### config.mk
export PLATFORM = sky130hd
export DESIGN_NAME = vram_op_engine
export DESIGN_NICKNAME = d
export VERILOG_FILES = /design/src/rtl/vram_eng_pkg.sv /design/src/rtl/vram_op_seq.sv /design/src/rtl/vram_addr_map.sv /design/src/rtl/vram_strobe_gen.sv /design/src/rtl/vram_rd_return.sv /design/src/rtl/vram_op_engine.sv
export SDC_FILE = /design/constraint.sdc
export NUM_CORES = 1
export LEC_CHECK = 0
export BUFFER_PORTS_ARGS = -buffer_cell sky130_fd_sc_hd__clkbuf_2
export CAP_MARGIN = 0
export CORE_ASPECT_RATIO = 0.6
export CORE_MARGIN = 10
export CORE_UTILIZATION = 40
export CTS_BUF_LIST = sky130_fd_sc_hd__clkbuf_4
export DETAILED_ROUTE_END_ITERATION = 12
export PLACE_DENSITY = 0.67
export SLEW_MARGIN = 20
export SYNTH_ARGS = -nofsm -noshare
export SYNTH_HDL_FRONTEND = slang
export SYNTH_SLANG_ARGS = --single-unit
### constraint.sdc
create_clock -name clk -period 2.65 [get_ports clk]
set_clock_uncertainty 0.05 [all_clocks]
set_input_delay 0.1325 -clock clk [delete_from_list [all_inputs] [get_ports clk]]
set_output_delay 0.1325 -clock clk [all_outputs]
set_load 0.01 [all_outputs]
### src/rtl/vram_eng_pkg.sv
package vram_eng_pkg;
  typedef enum logic [2:0] {
    OP_SER   = 3'd0,
    OP_HRD   = 3'd1,
    OP_HWR   = 3'd2,
    OP_HIDLE = 3'd3,
    OP_REF   = 3'd4
  } op_e;

  // codes 4..7 all decode as refresh
  function automatic logic is_refresh(input logic [2:0] t);
    return t[2];
  endfunction
endpackage

### src/rtl/vram_op_seq.sv
module vram_op_seq
  import vram_eng_pkg::*;
#(
  parameter int OP_CYC = 4,
  parameter int DATA_W = 32,
  parameter int TAG_W  = 2
) (
  input  logic              clk,
  input  logic              rst_n,
  input  logic              op_valid,
  input  logic [2:0]        op_type,
  input  logic [TAG_W-1:0]  op_tag,
  input  logic [DATA_W-1:0] op_wdata,
  output logic              op_ready,
  output logic              accept,
  output logic [OP_CYC-1:0] cyc,
  output logic [2:0]        cur_type,
  output logic [TAG_W-1:0]  cur_tag,
  output logic [DATA_W-1:0] cur_wdata
);
  localparam int LAST = OP_CYC - 1;

  logic busy;

  assign busy     = |cyc;
  assign op_ready = !busy || cyc[LAST];
  assign accept   = op_valid && op_ready;

  always_ff @(posedge clk) begin
    if (!rst_n) begin
      cyc       <= '0;
      cur_type  <= 3'd0;
      cur_tag   <= '0;
      cur_wdata <= '0;
    end else if (accept) begin
      cyc       <= {{(OP_CYC-1){1'b0}}, 1'b1};
      cur_type  <= op_type;
      cur_tag   <= op_tag;
      cur_wdata <= op_wdata;
    end else begin
      cyc <= {cyc[LAST-1:0], 1'b0};
    end
  end

  p_onehot_r1: assert property (@(posedge clk) disable iff (!rst_n) $onehot0(cyc));

  for (genvar i = 0; i < LAST; i++) begin : g_step_chk
    p_advance_r1: assert property (@(posedge clk) disable iff (!rst_n)
      cyc[i] |=> cyc[i+1]);
  end

  p_hold_type_r1: assert property (@(posedge clk) disable iff (!rst_n)
    (busy && !cyc[LAST]) |=> $stable(cur_type));
endmodule

### src/rtl/vram_addr_map.sv
module vram_addr_map
  import vram_eng_pkg::*;
#(
  parameter int ADDR_W = 16,
  parameter int MA_W   = 8,
  parameter int LANE_W = 2,
  parameter int OP_CYC = 4
) (
  input  logic              clk,
  input  logic              rst_n,
  input  logic              accept,
  input  logic [2:0]        op_type,
  input  logic [ADDR_W-1:0] op_addr,
  input  logic [OP_CYC-1:0] cyc,
  input  logic [2:0]        cur_type,
  output logic [MA_W-1:0]   ma
);
  logic [ADDR_W-1:0] cur_addr;
  logic [ADDR_W-1:0] prev_addr;
  logic [ADDR_W-1:0] perm;
  logic              carries_addr;

  assign carries_addr = !is_refresh(op_type) && (op_type != OP_HIDLE);

  always_ff @(posedge clk) begin
    if (!rst_n) begin
      cur_addr  <= '0;
      prev_addr <= '0;
    end else if (accept) begin
      if (carries_addr) begin
        cur_addr  <= op_addr;
        prev_addr <= op_addr;
      end else begin
        cur_addr  <= prev_addr;
      end
    end
  end

  // row half takes the bits above the byte lane, column half the rest
  for (genvar k = 0; k < ADDR_W; k++) begin : g_perm
    if (k < MA_W) begin : g_row
      assign perm[k] = cur_addr[k+LANE_W];
    end else if (k < MA_W + LANE_W) begin : g_lane
      assign perm[k] = cur_addr[k-MA_W];
    end else begin : g_high
      assign perm[k] = cur_addr[k];
    end
  end

  always_comb begin
    if (!(|cyc) || is_refresh(cur_type)) ma = '0;
    else if (cyc[0])                    ma = perm[MA_W-1:0];
    else                                ma = perm[ADDR_W-1:MA_W];
  end

  p_prev_ref_r8: assert property (@(posedge clk) disable iff (!rst_n)
    (accept && is_refresh(op_type)) |=> $stable(prev_addr));

  p_idle_addr_r8: assert property (@(posedge clk) disable iff (!rst_n)
    (accept && op_type == OP_HIDLE) |=> (cur_addr == $past(prev_addr)));
endmodule

### src/rtl/vram_strobe_gen.sv
module vram_strobe_gen
  import vram_eng_pkg::*;
#(
  parameter int OP_CYC = 4,
  parameter int DATA_W = 32
) (
  input  logic              clk,
  input  logic              rst_n,
  input  logic [OP_CYC-1:0] cyc,
  input  logic [2:0]        cur_type,
  input  logic [DATA_W-1:0] cur_wdata,
  output logic              ras_n,
  output logic              cas_n,
  output logic              we_n,
  output logic              ser_sel,
  output logic [DATA_W-1:0] wr_data,
  output logic              wr_oe
);
  logic busy, late, refr, wr;

  assign busy = |cyc;
  assign late = |cyc[OP_CYC-1:1];
  assign refr = is_refresh(cur_type);
  assign wr   = late && (cur_type == OP_HWR);

  assign ras_n   = !(busy && (refr ? late : 1'b1));
  assign cas_n   = !(busy && (refr ? 1'b1 : late));
  assign we_n    = !wr;
  assign wr_oe   = wr;
  assign wr_data = wr ? cur_wdata : '0;
  assign ser_sel = busy && (cur_type == OP_SER);

  p_we_inside_r5: assert property (@(posedge clk) disable iff (!rst_n)
    !we_n |-> (!ras_n && !cas_n && wr_oe));

  p_cbr_order_r3: assert property (@(posedge clk) disable iff (!rst_n)
    (!cas_n && ras_n) |-> is_refresh(cur_type));

  p_row_first_r2: assert property (@(posedge clk) disable iff (!rst_n)
    (!ras_n && cas_n) |-> !is_refresh(cur_type));
endmodule

### src/rtl/vram_rd_return.sv
module vram_rd_return
  import vram_eng_pkg::*;
#(
  parameter int DATA_W = 32,
  parameter int TAG_W  = 2
) (
  input  logic              clk,
  input  logic              rst_n,
  input  logic              last,
  input  logic [2:0]        cur_type,
  input  logic [TAG_W-1:0]  cur_tag,
  input  logic [DATA_W-1:0] rdata_rnd,
  input  logic [DATA_W-1:0] rdata_ser,
  output logic              fetch_valid,
  output logic [TAG_W-1:0]  fetch_tag,
  output logic [DATA_W-1:0] fetch_data,
  output logic              host_valid,
  output logic [DATA_W-1:0] host_data
);
  logic             pend;
  logic [TAG_W-1:0] pend_tag;

  always_ff @(posedge clk) begin
    if (!rst_n) begin
      pend        <= 1'b0;
      pend_tag    <= '0;
      fetch_valid <= 1'b0;
      fetch_tag   <= '0;
      fetch_data  <= '0;
      host_valid  <= 1'b0;
      host_data   <= '0;
    end else if (last) begin
      host_valid  <= (cur_type == OP_HRD);
      if (cur_type == OP_HRD) host_data <= rdata_rnd;
      fetch_valid <= pend;
      if (pend) begin
        fetch_data <= rdata_ser;
        fetch_tag  <= pend_tag;
      end
      pend     <= (cur_type == OP_SER);
      pend_tag <= cur_tag;
    end else begin
      host_valid  <= 1'b0;
      fetch_valid <= 1'b0;
    end
  end

  p_fetch_pulse_r7: assert property (@(posedge clk) disable iff (!rst_n)
    fetch_valid |=> !fetch_valid);

  p_host_pulse_r6: assert property (@(posedge clk) disable iff (!rst_n)
    host_valid |=> !host_valid);

  p_host_src_r6: assert property (@(posedge clk) disable iff (!rst_n)
    $rose(host_valid) |-> ($past(cur_type) == OP_HRD));
endmodule

### src/rtl/vram_op_engine.sv
module vram_op_engine
  import vram_eng_pkg::*;
#(
  parameter int ADDR_W = 16,
  parameter int MA_W   = 8,
  parameter int LANE_W = 2,
  parameter int DATA_W = 32,
  parameter int TAG_W  = 2,
  parameter int OP_CYC = 4
) (
  input  logic              clk,
  input  logic              rst_n,
  input  logic              op_valid,
  output logic              op_ready,
  input  logic [2:0]        op_type,
  input  logic [ADDR_W-1:0] op_addr,
  input  logic [TAG_W-1:0]  op_tag,
  input  logic [DATA_W-1:0] op_wdata,
  output logic [MA_W-1:0]   ma,
  output logic              ras_n,
  output logic              cas_n,
  output logic              we_n,
  output logic              ser_sel,
  output logic [DATA_W-1:0] wr_data,
  output logic              wr_oe,
  input  logic [DATA_W-1:0] rdata_rnd,
  input  logic [DATA_W-1:0] rdata_ser,
  output logic              fetch_valid,
  output logic [TAG_W-1:0]  fetch_tag,
  output logic [DATA_W-1:0] fetch_data,
  output logic              host_valid,
  output logic [DATA_W-1:0] host_data
);
  logic              accept;
  logic [OP_CYC-1:0] cyc;
  logic [2:0]        cur_type;
  logic [TAG_W-1:0]  cur_tag;
  logic [DATA_W-1:0] cur_wdata;

  vram_op_seq #(.OP_CYC(OP_CYC), .DATA_W(DATA_W), .TAG_W(TAG_W)) u_seq (
    .clk(clk), .rst_n(rst_n), .op_valid(op_valid), .op_type(op_type),
    .op_tag(op_tag), .op_wdata(op_wdata), .op_ready(op_ready),
    .accept(accept), .cyc(cyc), .cur_type(cur_type), .cur_tag(cur_tag),
    .cur_wdata(cur_wdata)
  );

  vram_addr_map #(.ADDR_W(ADDR_W), .MA_W(MA_W), .LANE_W(LANE_W), .OP_CYC(OP_CYC)) u_amap (
    .clk(clk), .rst_n(rst_n), .accept(accept), .op_type(op_type),
    .op_addr(op_addr), .cyc(cyc), .cur_type(cur_type), .ma(ma)
  );

  vram_strobe_gen #(.OP_CYC(OP_CYC), .DATA_W(DATA_W)) u_strb (
    .clk(clk), .rst_n(rst_n), .cyc(cyc), .cur_type(cur_type),
    .cur_wdata(cur_wdata), .ras_n(ras_n), .cas_n(cas_n), .we_n(we_n),
    .ser_sel(ser_sel), .wr_data(wr_data), .wr_oe(wr_oe)
  );

  vram_rd_return #(.DATA_W(DATA_W), .TAG_W(TAG_W)) u_ret (
    .clk(clk), .rst_n(rst_n), .last(cyc[OP_CYC-1]), .cur_type(cur_type),
    .cur_tag(cur_tag), .rdata_rnd(rdata_rnd), .rdata_ser(rdata_ser),
    .fetch_valid(fetch_valid), .fetch_tag(fetch_tag), .fetch_data(fetch_data),
    .host_valid(host_valid), .host_data(host_data)
  );

  p_ready_idle_r10: assert property (@(posedge clk) disable iff (!rst_n)
    $rose(rst_n) |-> (op_ready && ras_n && cas_n));
endmodule

# == After elaboration in Yosys (flattened, before gate mapping) ==
# Cells that the tools add are included.
# word_totals
inputBits,120
regBits,128
word_cells,45
# op_classes
bitwise_logic,1
eq_ne,3
reduce_logical,21
n_mux,7
# ops
operator,count
32-bit 2-to-1 mux,1
16-bit 2-to-1 mux,1
8-bit 2-to-1 mux,2
2-bit AND reduction,4
1-bit logical AND,6
1-bit zero test,5
4-bit OR reduction,1
3-bit by 1-bit equality test with 1-bit output (second input constant),1
3-bit by 2-bit equality test with 1-bit output (second input constant),1
3-bit zero test,1
1-bit 2-to-1 mux,3
3-bit by 2-bit != test with 1-bit output (second input constant),1
3-bit OR reduction,1
1-bit logical OR,2
2-bit OR reduction,1
1-bit NOT,1

# == Longest topological paths before layout ==
# Gate-level depths: netlist of run 1.
# depth
word_depth,5
ltp_mapped,6
mapped_depth_nobuf,3

# == Hierarchy ==
# Synthesis of run 1 repeated with hierarchy kept, for this count alone.
# unflattened
cells_unflattened,546
hier_area_um2,5431.5
# modules_own_cells
mod,cells_each,area_per_inst_um2,n_inst
vram_rd_return,310,2892.8,1
vram_op_seq,96,1328.8,1
vram_addr_map,89,797.0,1
vram_strobe_gen,51,412.9,1

# == Worst setup path before layout of run 1 ==
# OpenSTA, ideal clock, no wires.
# synth_timing
path_kind,reg2reg
from,register u_seq.cyc[0]
to,register u_seq.cur_wdata[10]
n_path_buf,3
setup_time_ns,0.117
synth_period_minus_slack_ns,1.749
t_required_ns,2.483
path_slack_ns,0.901
t_arrival_ns,1.583
path_stages_with_launch,7
cell_sequence,dfxtp_1 -> buf_2 -> or4b_1 -> and3_1 -> buf_6 -> buf_6 -> a22o_1
# synth_via
elab_chain_cells,4
# synth_lines
item,line,source
"start, declared",vram_op_seq.sv:16,"output logic [OP_CYC-1:0] cyc,"
"start signal, assigned",vram_op_seq.sv:36,"cyc <= {{(OP_CYC-1){1'b0}}, 1'b1};"
"start signal, assigned",vram_op_seq.sv:41,"cyc <= {cyc[LAST-1:0], 1'b0};"
4-bit OR reduction,vram_op_seq.sv:25,assign busy = |cyc;
1-bit zero test,vram_op_seq.sv:26,assign op_ready = !busy || cyc[LAST];
1-bit logical OR,vram_op_seq.sv:26,
1-bit logical AND,vram_op_seq.sv:27,assign accept = op_valid && op_ready;
"end signal, assigned",vram_op_seq.sv:39,cur_wdata <= op_wdata;
"end, declared",vram_op_seq.sv:19,output logic [DATA_W-1:0] cur_wdata
# Every way passes these cells.
# A chain may end at the register's enable or synchronous reset.

# == Final worst setup path of run 1 ==
# layout_timing
from,register u_seq.cyc[3]
to,output port ma[7]
# layout_via
elab_chain_cells,4
# layout_lines
item,line,source
4-bit OR reduction,vram_addr_map.sv:51,if (!(|cyc) || is_refresh(cur_type)) ma = '0;
1-bit zero test,vram_addr_map.sv:51,
1-bit logical OR,vram_addr_map.sv:51,
8-bit 2-to-1 mux,vram_addr_map.sv:51,
"end, declared",vram_op_engine.sv:19,"output logic [MA_W-1:0] ma,"
# Every way passes these cells.

==> results of run 1 <==
area by class of cell:
cell class                 count  area [sq um]
sequential                   128          2560
fill                         980          4350
tap                          165           206
multi-input combinational    362          2150
timing repair buffer         359          2410
clock buffer                  18           135
inverter                       2          7.51
antenna                        4          10.0
clock inverter                14           191
sequential cells by signal, summed over array words and instances (netlist names):
register / flops
u_amap.cur_addr: 16
u_ret.fetch_data: 32
u_ret.fetch_tag: 2
u_ret.fetch_valid: 1
u_ret.host_data: 32
u_ret.host_valid: 1
u_ret.pend: 1
u_ret.pend_tag: 2
u_seq.cur_tag: 2
u_seq.cur_type: 3
u_seq.cur_wdata: 32
u_seq.cyc: 4
placed cells by master, fill, tap and decap left out, types with 8 or more instances in the layout:
master | Yosys | layout
clkbuf_2 | 0 | 232
a22o_1 | 37 | 37
a21boi_0 | 48 | 48
clkbuf_4 | 0 | 18
dlygate4sd3_1 | 0 | 118
dfxtp_1 | 128 | 128
mux2i_1 | 27 | 27
and2_1 | 34 | 34
a21boi_1 | 19 | 18
nand2_1 | 166 | 166
nor2_1 | 9 | 9
buf_4 | 0 | 8
path summary, 6_finish.rpt:
kind | slack [ns] | endpoint | depth (start not counted) | start
setup / recovery | 0.20 | ma[7] | 4 | u_seq.cyc[3]$_SDFF_PP0_
hold / removal | 0.1 | u_seq.cyc[2]$_SDFF_PP0_ | 3 | op_valid
setup reg to reg | 0.59 | u_amap.cur_addr[0]$_SDFFE_PN0P_ | 3 | u_seq.cyc[3]$_SDFF_PP0_
hold reg to reg | 0.41 | u_ret.host_data[15]$_SDFFE_PN0P_ | 2 | u_ret.host_data[15]$_SDFFE_PN0P_
worst max-delay path, cell delays in order, from the launching register on:
cell	delay, ns
dfxtp_1	0.48
or3_1	0.49
o21ai_1	0.52
nor2_1	0.13
clkbuf_2	0.16
cell usage after synthesis (all sizes together):
master	n
clkbuf	29
and3	6
a22o	37
nor3	1
nand2	166
nand4bb	1
or4b	1
a21oi	3
and2	34
dfxtp	128
nor4bb	1
nor2b	4
mux2i	27
nor4	1
o211ai	1
or2	1
o21ai	1
inv	2
a21boi	67
buf	14
nor2	9
or3	1
layer usage:
metal / global-route usage [%] / wire [um] / vias up / part of all wire (%)
met3: 8.00 / 1590 / 27 / 9.4
met1: 22.1 / 7130 / 2304 / 42
met5: 0 / 0 / - / 0
met4: 6.35 / 274 / 0 / 1.6
li1: - / - / 2449 / -
met2: 31.5 / 7890 / 228 / 47
per-stage QoR:
stage	hold slack (ns)	util [%]	power (W)	worst slack [ns]
after floorplan	0.208	-	0.00221	0.901
after global routing	0.0863	63.8	0.00411	0.00875
final	0.0977	63.8	0.00394	0.201
after CTS	0.0429	63.7	0.00397	0.128
after global placement	0.293	51.2	0.00234	0.573
after detailed placement	0.295	51.2	0.00235	0.421
timing repair:
action,4_1_cts,5_1_grt
endpoints found under the hold margin,119,0
setup endpoints to repair,34,7
resized for setup,1,1
hold buffers,118,0
power by group through the flow:
stage / clock [W] / sequential (W) / combinational [W]
after floorplan: 0 / 0.00204 / 0.000167
after global placement: 0 / 0.00206 / 0.000280
after detailed placement: 0 / 0.00206 / 0.000287
after CTS: 0.00153 / 0.00202 / 0.000429
after global routing: 0.00161 / 0.00203 / 0.000471
final: 0.00148 / 0.00202 / 0.000434
cells by family after synthesis:
family	share of synthesized area (%)
compound gates	17.5
buf+inv	4.56
flops	52.2
simple gates	20.2
mux	5.50
==> results_dict.tcl, run 1 <==
set metrics [dict create \
    cts_max_level 4 \
    drive_gt1_share_pct 31.4 \
    worst_setup_path_start_kind "flip-flop" \
    drt_iter0_drc 285 \
    cap_viol_max_count 0 \
    slew_violations 0 \
    min_path_type "primary input to flip-flop" \
    area_growth_pct 56.3 \
    rows 31 \
    syn_nets 655 \
    dpl-instance-area_sq_um 6150 \
    clock-sinks 128 \
    critical_path_peak_fanout 13 \
    track_usage_pct 19.1 \
    clockPowerShare_pct 37.7 \
    cts_buffer_depth 2 \
    clkLatencyLatePin_ns 0.50 \
    combPwrFrac_pct 11.0 \
    fmax_ghz 0.408 \
    netlist_top_cells_area "dfxtp_1 52%, nand2_1 13%, a21boi_0 7.3%" \
    tns_ns 0 \
    wl_mm 16.9 \
    min_period_ns 2.45 \
    setup_viol 0 \
    status "complete, no violations" \
    die-area_sq_um 17300 \
    grt_max_degree 105 \
    ir_worst_vdd_uv 303 \
    nets 990 \
    dp.cells 898 \
    power_density_nw_per_um2 513 \
    overflow 0 \
    numCtsBuffers 17 \
    synth_top_area_share_pct 52.2 \
    synth_warnings 0 \
    grt_pass1_wl_mm 27.1 \
    synth_area_sq_um 4910 \
    wl_per_cell_um 16.0 \
    slew_headroom_pct 25.9 \
    design_area_sq_um 7670 \
    cts_tree "done" \
    critPathRequiredTime_ns 2.47 \
    viasPerCell 4.76 \
    hpwl_mm 11.2 \
    finalCritPeriodShare_pct 92.4 \
    yosysSeqAreaShare_pct 52.2 \
    switching_share_pct 23.7 \
    cts_root_buf "clkbuf_4" \
    yosysTopAreaCell "dfxtp_1" \
    rsz0062_at_grt "no" \
    netSwitchingPower_w 0.000934 \
    drc_errors 0 \
    drt_pass1_iterations 4 \
    p_int_w 0.00300 \
    vias 5008 \
    start_util_pct 40.8 \
    coreArea_sq_um 12000 \
    numPortBuffers 233 \
    syn_area_per_cell_sq_um 9.18 \
    seqPwrFrac_pct 51.3 \
    grt_pass1_vias 5290 \
    final_cells 1052 \
    die_x_um 163 \
    die_h_um 106 \
    ys_ff_latch 128 \
    post_cts_buffers 0 \
    antenna_left 0 \
    finalHoldViolCount 0 \
    clk_pin_slew_ns 0.11 \
    syn-instance-count 535 \
    p_leak_nw 3.48 \
    ys_types 24 \
    critPathKind "flip-flop to primary output" \
    place.gp.congestion 0.789 \
    critPathCaptureType "primary output" \
    antenna_found_initial 4 \
    io-pin-count 234 \
    crit_arrival_ns 2.27 \
    worstMarginPinSlew_ns 1.11 \
]
(Power assumes the default switching activity.)
==> run 2: changes to the inputs <==
- clock period: 2.65 -> 2.8 ns (I/O delays scaled with it)
==> run 2 against run 1 <==
  * Cell count is 0.19% lower
  * Total power is 3.2% lower
  * Largest cell class unchanged
  * Largest power group unchanged
  * Register-to-register slack better by 0.07 ns
==> results_dict.tcl, run 2 (synthesis results as in run 1) <==
set metrics [dict create \
    rr_worst_depth 5 \
    die-area_sq_um 17300 \
    seqPwrFrac_pct 50.0 \
    drt_pass1_iterations 4 \
    coreArea_sq_um 12000 \
    hpwl_mm 11.1 \
    final_cell_mix "232 x clkbuf_2, 166 x nand2_1, 128 x dfxtp_1, 118 x dlygate4sd3_1, 48 x a21boi_0" \
    top_regs "u_ret.fetch_data (32), u_ret.host_data (32), u_seq.cur_wdata (32)" \
    final_common_cell "clkbuf_2" \
    wl_mm 16.9 \
    cts_root_buf "clkbuf_4" \
    cts_tree "done" \
    clk_pin_slew_ns 0.12 \
    rows 31 \
    power_density_nw_per_um2 495 \
    ir_worst_vdd_uv 260 \
    io-pin-count 234 \
    area_growth_pct 56.8 \
    overflow 0 \
    fmax_ghz 0.407 \
    track_usage_pct 19.2 \
    crit_arrival_ns 2.27 \
    cts_max_level 4 \
    whs_ns 0.0759 \
    worst_setup_path_start_kind "flip-flop" \
    finalHoldViolCount 0 \
    cpPeakStageDelay_ns 0.65 \
    antenna_left 0 \
    numPortBuffers 233 \
    critPathKind "flip-flop to primary output" \
    grt_pass1_wl_mm 27.1 \
    drt_iter0_drc 329 \
    p_int_w 0.00292 \
    netSwitchingPower_w 0.000891 \
    worstMarginPinSlew_ns 0.891 \
    rsz0062_at_grt "no" \
    drc_errors 0 \
    min_period_ns 2.46 \
    die_x_um 163 \
    tns_ns 0 \
    grt_max_degree 107 \
    worst_slack_ns 0.341 \
    nets 990 \
    slew_headroom_pct 40.6 \
    grt_pass1_vias 5230 \
    min_path_type "primary input to flip-flop" \
    finalCritPeriodShare_pct 87.8 \
    critPathRequiredTime_ns 2.61 \
    wl_per_cell_um 16.1 \
    status "complete, no violations" \
    clkLatencyLatePin_ns 0.49 \
    vias 4920 \
    die_h_um 106 \
    slew_violations 0 \
    dp_slack_ns 0.535 \
    cp_cell_sequence "or3_1 -> and3_2 -> and2_1 -> clkbuf_2" \
    cts_buffer_depth 2 \
    clock-sinks 128 \
    min_path_cells 3 \
    critPathCaptureType "primary output" \
    combPwrFrac_pct 10.9 \
    numCtsBuffers 17 \
    place.gp.congestion 0.775 \
    switching_share_pct 23.4 \
    slowest_stage "dfxtp_1" \
    clockPowerShare_pct 39.1 \
    p_leak_nw 3.49 \
    drive_gt1_share_pct 31.4 \
    setup_viol 0 \
    cap_viol_max_count 0 \
    start_util_pct 40.8 \
    viasPerCell 4.69 \
    critical_path_peak_fanout 34 \
    antenna_found_initial 2 \
]
run 2: cell types whose count changed in the layout (fill, tap and decap cells not counted), sizes merged:
cell	before	now
bufinv	4	5
inv	2	3
clkbuf	250	249
diode	4	2
clkinv	8	7
run 2: final cells by class:
cell class,instances,area [sq um]
flip-flops and latches,128,2560
inverters,2,7.51
clock buffers,17,128
well taps,165,206
fillers,949,4330
multi-input cells,362,2150
diodes,2,5.00
clock inverters,15,216
repair buffers,359,2420
run 2: what timing repair did:
| action | CTS | global route |
|---|---|---|
| resized for setup | 1 | 0 |
| endpoints found under the hold margin | 118 | 0 |
| hold buffers | 118 | 0 |
| endpoints found under the setup margin | 32 | 0 |
| buffers inserted | 0 | 0 |
run 2: final timing paths:
kind | startpoint | end | slack [ns]
setup reg to reg | u_seq.cyc[0]$_SDFF_PN0_ | u_seq.cur_wdata[3]$_SDFFE_PN0P_ | 0.66
setup / recovery | u_seq.cyc[3]$_SDFF_PP0_ | wr_data[30] | 0.34
hold / removal | op_valid | u_seq.cyc[1]$_SDFF_PP0_ | 0.08
hold reg to reg | u_ret.host_data[24]$_SDFFE_PN0P_ | u_ret.host_data[24]$_SDFFE_PN0P_ | 0.41
run 2: power groups by stage:
stage / Sequential (W) / Clock [W] / Combinational [W]
5_1_grt: 0.00191 / 0.00161 / 0.000451
3_3_place_gp: 0.00195 / 0 / 0.000270
3_5_place_dp: 0.00195 / 0 / 0.000278
2_1_floorplan: 0.00193 / 0 / 0.000158
6_report: 0.00191 / 0.00149 / 0.000416
4_1_cts: 0.00191 / 0.00154 / 0.000411
run 2: stage by stage:
step | utilization (%) | instance area (sq um) | power (W) | std cells
2_1_floorplan | - | 4910 | 0.00209 | 535
3_3_place_gp | 51.3 | 6160 | 0.00222 | 898
3_5_place_dp | 51.3 | 6170 | 0.00222 | 898
4_1_cts | 64.0 | 7690 | 0.00386 | 1048
5_1_grt | 64.0 | 7700 | 0.00397 | 1050
6_report | 64.0 | 7700 | 0.00381 | 1050
run 2: critical path: cells and delay by family (launching register included):
kind	cells	cell delay, ns
flip-flops	1	0.65
buffers and inverters	1	0.14
AND/OR/NAND/NOR	3	0.99
run 2: metal layers:
metal	share of wire (%)	up-vias	track usage (%)
met2	47	174	32.0
met5	0	-	0
li1	-	2451	-
met4	1.2	0	6.09
met1	43	2279	22.1
met3	8.4	16	7.93
